File: config.mk
export PLATFORM = sky130hd
export DESIGN_NAME = clock_victim_sel
export DESIGN_NICKNAME = d
export VERILOG_FILES = /design/src/rtl/cvs_pkg.sv /design/src/rtl/cvs_frame_table.sv /design/src/rtl/cvs_hand.sv /design/src/rtl/cvs_sweep_ctrl.sv /design/src/rtl/clock_victim_sel.sv
export SDC_FILE = /design/constraint.sdc
export NUM_CORES = 1
export LEC_CHECK = 0
export ABC_CLOCK_PERIOD_IN_PS = 6950
export BUFFER_PORTS_ARGS = -buffer_cell sky130_fd_sc_hd__buf_2
export CORE_MARGIN = 2
export CORE_UTILIZATION = 24
export DETAILED_ROUTE_END_ITERATION = 10
export MAX_ROUTING_LAYER = met4
export PLACE_DENSITY = 0.47
export SETUP_SLACK_MARGIN = 0.02
export SLEW_MARGIN = 20
export SYNTH_ARGS = -nofsm -noshare
export SYNTH_HDL_FRONTEND = slang
export SYNTH_SLANG_ARGS = --single-unit
File: constraint.sdc
create_clock -name clk -period 6.95 [get_ports clk]
set_clock_uncertainty 0.05 [all_clocks]
set_input_delay 0.3475 -clock clk [delete_from_list [all_inputs] [get_ports clk]]
set_output_delay 0.3475 -clock clk [all_outputs]
set_load 0.05 [all_outputs]
File: src/rtl/cvs_pkg.sv
package cvs_pkg;

  typedef struct packed {
    logic resident;
    logic refd;
    logic dirty;
    logic lock;
  } frame_flags_t;

  typedef enum logic [1:0] {
    EXAM_SKIP  = 2'd0,
    EXAM_CLEAR = 2'd1,
    EXAM_PICK  = 2'd2
  } exam_e;

  // Verdict for the frame under the hand.
  function automatic exam_e classify(frame_flags_t f);
    if (f.lock)      return EXAM_SKIP;
    if (!f.resident) return EXAM_PICK;
    if (f.refd)      return EXAM_CLEAR;
    return EXAM_PICK;
  endfunction

  // Write-back is needed only for a resident, modified page.
  function automatic logic needs_writeback(frame_flags_t f);
    return f.resident & f.dirty;
  endfunction

endpackage

File: src/rtl/cvs_frame_table.sv
module cvs_frame_table
  import cvs_pkg::*;
#(
  parameter int FRAMES = 16,
  parameter int IDX_W  = $clog2(FRAMES)
) (
  input  logic              clk,
  input  logic              rst_n,
  input  logic              upd_en,
  input  logic [IDX_W-1:0]  upd_idx,
  input  logic              upd_resident,
  input  logic              upd_dirty,
  input  logic              upd_lock,
  input  logic              ref_en,
  input  logic [IDX_W-1:0]  ref_idx,
  input  logic              clr_en,
  input  logic [IDX_W-1:0]  clr_idx,
  input  logic [IDX_W-1:0]  rd_idx,
  output frame_flags_t      rd_flags,
  output logic [FRAMES-1:0] resident_vec,
  output logic [FRAMES-1:0] dirty_vec,
  output logic [FRAMES-1:0] lock_vec
);

  logic [FRAMES-1:0] res_q, ref_q, dirty_q, lock_q;
  logic [FRAMES-1:0] res_d, ref_d, dirty_d, lock_d;

  for (genvar g = 0; g < FRAMES; g++) begin : g_frame
    localparam logic [IDX_W-1:0] SELF = IDX_W'(g);
    logic hit_upd, hit_ref, hit_clr;
    assign hit_upd = upd_en && (upd_idx == SELF);
    assign hit_ref = ref_en && (ref_idx == SELF);
    assign hit_clr = clr_en && (clr_idx == SELF);
    assign res_d[g]   = hit_upd ? upd_resident : res_q[g];
    assign dirty_d[g] = hit_upd ? upd_dirty    : dirty_q[g];
    assign lock_d[g]  = hit_upd ? upd_lock     : lock_q[g];
    // a fresh reference outranks the sweep's clear
    assign ref_d[g]   = hit_ref ? 1'b1 : (hit_clr ? 1'b0 : ref_q[g]);
  end

  always_ff @(posedge clk) begin
    if (!rst_n) begin
      res_q   <= '0;
      ref_q   <= '0;
      dirty_q <= '0;
      lock_q  <= '0;
    end else begin
      res_q   <= res_d;
      ref_q   <= ref_d;
      dirty_q <= dirty_d;
      lock_q  <= lock_d;
    end
  end

  always_comb begin
    rd_flags.resident = res_q[rd_idx];
    rd_flags.refd     = ref_q[rd_idx];
    rd_flags.dirty    = dirty_q[rd_idx];
    rd_flags.lock     = lock_q[rd_idx];
  end

  assign resident_vec = res_q;
  assign dirty_vec    = dirty_q;
  assign lock_vec     = lock_q;

  // a reference always leaves its frame marked, even against a clear
  assert_set_wins_R10: assert property (@(posedge clk) disable iff (!rst_n)
    ref_en |=> ref_q[$past(ref_idx)]);

endmodule

File: src/rtl/cvs_hand.sv
module cvs_hand #(
  parameter int FRAMES = 16,
  parameter int IDX_W  = $clog2(FRAMES),
  parameter int CNT_W  = $clog2(2 * FRAMES)
) (
  input  logic             clk,
  input  logic             rst_n,
  input  logic             adv,
  input  logic             cnt_clr,
  output logic [IDX_W-1:0] hand,
  output logic [CNT_W-1:0] steps
);

  localparam logic [IDX_W-1:0] LAST = IDX_W'(FRAMES - 1);

  function automatic logic [IDX_W-1:0] wrap_inc(logic [IDX_W-1:0] h);
    return (h == LAST) ? '0 : h + 1'b1;
  endfunction

  always_ff @(posedge clk) begin
    if (!rst_n) begin
      hand  <= '0;
      steps <= '0;
    end else begin
      if (adv) hand <= wrap_inc(hand);
      if (cnt_clr)  steps <= '0;
      else if (adv) steps <= steps + 1'b1;
    end
  end

  // the hand rests whenever no frame is being examined
  assert_hand_rest_R7: assert property (@(posedge clk) disable iff (!rst_n)
    !adv |=> $stable(hand));

endmodule

File: src/rtl/cvs_sweep_ctrl.sv
module cvs_sweep_ctrl
  import cvs_pkg::*;
#(
  parameter int FRAMES = 16,
  parameter int IDX_W  = $clog2(FRAMES),
  parameter int CNT_W  = $clog2(2 * FRAMES)
) (
  input  logic             clk,
  input  logic             rst_n,
  input  logic             req_valid,
  output logic             req_ready,
  input  frame_flags_t     cur,
  input  logic [IDX_W-1:0] hand,
  input  logic [CNT_W-1:0] steps,
  output logic             adv,
  output logic             cnt_clr,
  output logic             clr_en,
  output logic             done,
  output logic [IDX_W-1:0] victim,
  output logic             writeback,
  output logic             none
);

  localparam logic [CNT_W-1:0] STEP_LIMIT = CNT_W'(2 * FRAMES - 1);

  typedef enum logic {ST_IDLE, ST_SCAN} st_e;
  st_e   st_q;
  exam_e verdict;
  logic  accept, scanning, pick, give_up;

  always_comb verdict = classify(cur);

  assign req_ready = (st_q == ST_IDLE);
  assign accept    = req_valid && req_ready;
  assign scanning  = (st_q == ST_SCAN);
  assign pick      = scanning && (verdict == EXAM_PICK);
  assign give_up   = scanning && !pick && (steps == STEP_LIMIT);
  assign adv       = scanning;
  assign cnt_clr   = accept;
  assign clr_en    = scanning && (verdict == EXAM_CLEAR);

  always_ff @(posedge clk) begin
    if (!rst_n) begin
      st_q      <= ST_IDLE;
      done      <= 1'b0;
      victim    <= '0;
      writeback <= 1'b0;
      none      <= 1'b0;
    end else begin
      done <= pick || give_up;
      if (pick || give_up) begin
        victim    <= hand;
        writeback <= pick && needs_writeback(cur);
        none      <= give_up;
      end
      case (st_q)
        ST_IDLE: if (accept) st_q <= ST_SCAN;
        ST_SCAN: if (pick || give_up) st_q <= ST_IDLE;
        default: st_q <= ST_IDLE;
      endcase
    end
  end

  // an accepted request makes the selector busy on the next cycle
  assert_busy_after_accept_R9: assert property (@(posedge clk) disable iff (!rst_n)
    accept |=> !req_ready);

  // completion lasts a single cycle
  assert_done_pulse_R9: assert property (@(posedge clk) disable iff (!rst_n)
    done |=> !done);

endmodule

File: src/rtl/clock_victim_sel.sv
module clock_victim_sel
  import cvs_pkg::*;
#(
  parameter int FRAMES = 16,
  parameter int IDX_W  = $clog2(FRAMES)
) (
  input  logic             clk,
  input  logic             rst_n,
  input  logic             ref_valid,
  input  logic [IDX_W-1:0] ref_idx,
  input  logic             upd_valid,
  input  logic [IDX_W-1:0] upd_idx,
  input  logic             upd_resident,
  input  logic             upd_dirty,
  input  logic             upd_lock,
  input  logic             req_valid,
  output logic             req_ready,
  output logic             vic_done,
  output logic [IDX_W-1:0] vic_idx,
  output logic             vic_writeback,
  output logic             vic_none
);

  localparam int CNT_W = $clog2(2 * FRAMES);

  frame_flags_t      cur_flags;
  logic [IDX_W-1:0]  hand;
  logic [CNT_W-1:0]  steps;
  logic              adv, cnt_clr, clr_en;
  logic [FRAMES-1:0] resident_vec, dirty_vec, lock_vec;

  cvs_frame_table #(.FRAMES(FRAMES), .IDX_W(IDX_W)) u_table (
    .clk          (clk),
    .rst_n        (rst_n),
    .upd_en       (upd_valid),
    .upd_idx      (upd_idx),
    .upd_resident (upd_resident),
    .upd_dirty    (upd_dirty),
    .upd_lock     (upd_lock),
    .ref_en       (ref_valid),
    .ref_idx      (ref_idx),
    .clr_en       (clr_en),
    .clr_idx      (hand),
    .rd_idx       (hand),
    .rd_flags     (cur_flags),
    .resident_vec (resident_vec),
    .dirty_vec    (dirty_vec),
    .lock_vec     (lock_vec)
  );

  cvs_hand #(.FRAMES(FRAMES), .IDX_W(IDX_W), .CNT_W(CNT_W)) u_hand (
    .clk     (clk),
    .rst_n   (rst_n),
    .adv     (adv),
    .cnt_clr (cnt_clr),
    .hand    (hand),
    .steps   (steps)
  );

  cvs_sweep_ctrl #(.FRAMES(FRAMES), .IDX_W(IDX_W), .CNT_W(CNT_W)) u_ctrl (
    .clk       (clk),
    .rst_n     (rst_n),
    .req_valid (req_valid),
    .req_ready (req_ready),
    .cur       (cur_flags),
    .hand      (hand),
    .steps     (steps),
    .adv       (adv),
    .cnt_clr   (cnt_clr),
    .clr_en    (clr_en),
    .done      (vic_done),
    .victim    (vic_idx),
    .writeback (vic_writeback),
    .none      (vic_none)
  );

  // the reported frame was not pinned when it was examined
  assert_no_locked_victim_R4: assert property (@(posedge clk) disable iff (!rst_n)
    (vic_done && !vic_none) |-> ((($past(lock_vec) >> vic_idx) & FRAMES'(1)) == '0));

  // write-back flag follows the examined resident and dirty state
  assert_writeback_match_R6: assert property (@(posedge clk) disable iff (!rst_n)
    (vic_done && !vic_none) |->
      (vic_writeback == (((($past(resident_vec & dirty_vec)) >> vic_idx) & FRAMES'(1)) != '0)));

endmodule

==> impl_metrics.ini <==
[status]
outcome = completed

[synth]
ys_top_cells_by_area = dfxtp_1 (40%), mux2i_1 (8.1%), nor2b_1 (6.1%)
ys_seq_area_share_pct = 39.5
netlist_instances = 433
synthesis.nets = 455
yosys.area.top_type = dfxtp_1
synth_area_sq_um = 4100
dominantRegCellSynth = dfxtp_1
synth_edf_count = 0
avgSynthCellArea_sq_um = 9.47
ys_seq_elements = 81
synthArstFlopShare_pct = 0
ys_warn_count = 0
ys_types = 45
synth_top_area_share_pct = 39.5

[global_routing]
grt_pass1_vias = 3146
grt_max_degree = 89
gr-total-overflow = 0
grt_pass1_wl_um = 17000
antenna_found_initial = 0
track_usage_pct = 12.4

[die]
die_w_um = 135
coreArea_sq_um = 16600
fp-row-count = 47
ios = 24
dieArea_sq_um = 18100
die-height_um = 135
start_util_pct = 24.6

[timing]
worstMarginPinSlew_ns = 0.799
final-setup-viol-count = 0
finalCriticalPeriod_ns = 2.66
maxSlewViolCount = 0
fin_hold_ws_ns = 0.292
hold_viol = 0
clock.fmax_ghz = 0.377
slew_headroom_pct = 46.6
setup_tns_ns = 0
finalCritPeriodShare_pct = 38.2
rsz0062_at_grt = false
setup_ws_ns = 4.29

[routing]
drc = 0
vias = 3180
dr_wl_met3_um = 358
viasPerCell = 4.78
ant_nets = 0
routedWlPerCell_um = 15.5
m1WireLength_um = 4980
firstDrtPassIters = 4
met2_length_um = 4870
drtIter0Drc = 225
topRoutingLayerUsed = met4
wirelength_um = 10300

[finish]
n_fill_cell = 1745
final_cell_area_sq_um = 4750
antenna_cells = 0
syn2layout_area_growth_pct = 15.7
multi_input_area_sq_um = 2340
seq_area_sq_um = 1620
final_cell_mix = dfxtp_1 (81), nand2_1 (42), nor2b_1 (40)
final_layout_size_suffix_gt1_share_pct = 12.8
mostFrequentLayoutCell = dfxtp_1
layout.nets = 462

[power_and_ir_drop]
power.share.clock_pct = 50.1
vdd_ir_drop_max_mv = 0.0986
power.switching_uw = 265
p_total_mw = 1.16
seqPwrFrac_pct = 41.4
internal_power_uw = 895
p_leak_nw = 1.73
sw_frac_of_total_pct = 22.9
p_per_area_nw_per_um2 = 245
combPwrFrac_pct = 8.5

[placed_design]
gp_congestion = 0.819
hpwl_um = 7040
port_buffers = 23
post-place-ws_ns = 4.32
place_area_sq_um = 4390

[setup_path]
crit_path_max_fanout = 21
path_cells = buf_4 -> mux4_1 -> a22oi_1 -> nand3_1 -> and4b_1 -> a31oi_1
arrival_ns = 2.87
required_ns = 7.16
cp-start-kind = flop
cp_num_buf_inv = 1
crit_family = simple AND/OR/NAND/NOR gates
cp_slowest_cell = mux4_1
r2r_slack_ns = 4.29
slowest_delay_ns = 0.61
end_kind = flop
worstSetupPathType = reg2reg

[clocking]
postCtsSetupBuffers = 0
clock_latency_ns = 0.35
clockBufferDepth = 2
cts_tree = yes
hold_buffers = 0
cts_root_buffer = clkbuf_16
htree_levels = 3
cts_buffers = 9
clk_pin_slew_ns = 0.06
cts_resized = 0
cts_sinks = 81

[job]
maxCapViolations = 0

[hold_path]
hold_class = in2reg
-- cell type report --
cell class / instances / share of cell area [%]
inverter: 4 / 0.316
timing repair buffer: 26 / 2.90
multi-input combinational: 318 / 49.2
clock buffer: 10 / 4.82
sequential: 81 / 34.2
tap: 220 / 5.80
clock inverter: 6 / 2.74
-- Yosys cell counts, types with 8 or more instances --
library cell  instances
dfxtp_1              81
nand2_1              42
nor2b_1              40
mux2i_1              33
o21ai_0              30
clkbuf_1             24
nor2_1               24
a21boi_0             18
nand3_1              18
mux4_2                9
a31oi_1               8
nor3b_1               8
-- metal layers --
metal	vias up	GRT usage (%)
li1	1582	-
met1	1542	16.5
met2	46	18.5
met3	10	2.74
met4	0	4.56
met5	-	-
-- path summary, 6_finish.rpt --
check / cells after the start / startpoint / to
setup reg to reg: 6 / u_hand.hand[0]$_SDFFE_PN0P_ / u_table.ref_q[7]$_SDFFE_PN0P_
setup / recovery: 6 / u_hand.hand[0]$_SDFFE_PN0P_ / u_table.ref_q[7]$_SDFFE_PN0P_
hold / removal: 3 / req_valid / u_ctrl.adv$_SDFF_PN0_
hold reg to reg: 2 / u_table.lock_vec[0]$_SDFFE_PN0P_ / u_table.lock_vec[0]$_SDFFE_PN0P_
-- sequential cells by signal, indices dropped and copies added, names as in the netlist, 4 cells and up --
signal and cells:
u_hand.steps 5, u_table.ref_q 16, u_ctrl.victim 4, u_table.lock_vec 16
u_hand.hand 4, u_table.resident_vec 16, u_table.dirty_vec 16
-- metrics by stage --
stage | utilization [%] | instances
floorplan | - | 433
global placement | 26.4 | 649
detailed placement | 26.4 | 649
CTS | 28.5 | 665
global route | 28.5 | 665
finish | 28.5 | 665
-- cell families after synthesis --
kind of cell | synth area share, %
flops | 39.5
mux | 17.8
simple gates | 21.9
xor+xnor | 0.641
fa+ha+maj | 1.83
compound gates | 14.8
buf+inv | 3.45
-- power by group through the flow --
stage	Combinational, mW	Sequential, mW	Clock [mW]
6_report	0.0982	0.480	0.582
5_1_grt	0.107	0.482	0.616
4_1_cts	0.0993	0.480	0.597
3_5_place_dp	0.0991	0.491	0
3_3_place_gp	0.0978	0.491	0
2_1_floorplan	0.0702	0.490	0
-- tightest hold or removal path, delay by kind of cell --
family | cells | cell delay [ns]
AO/OA/AOI/OAI | 1 | 0.07
AND/OR/NAND/NOR | 1 | 0.09
buffers and inverters | 1 | 0.14
No activity file was read; power rests on OpenSTA's default activity.
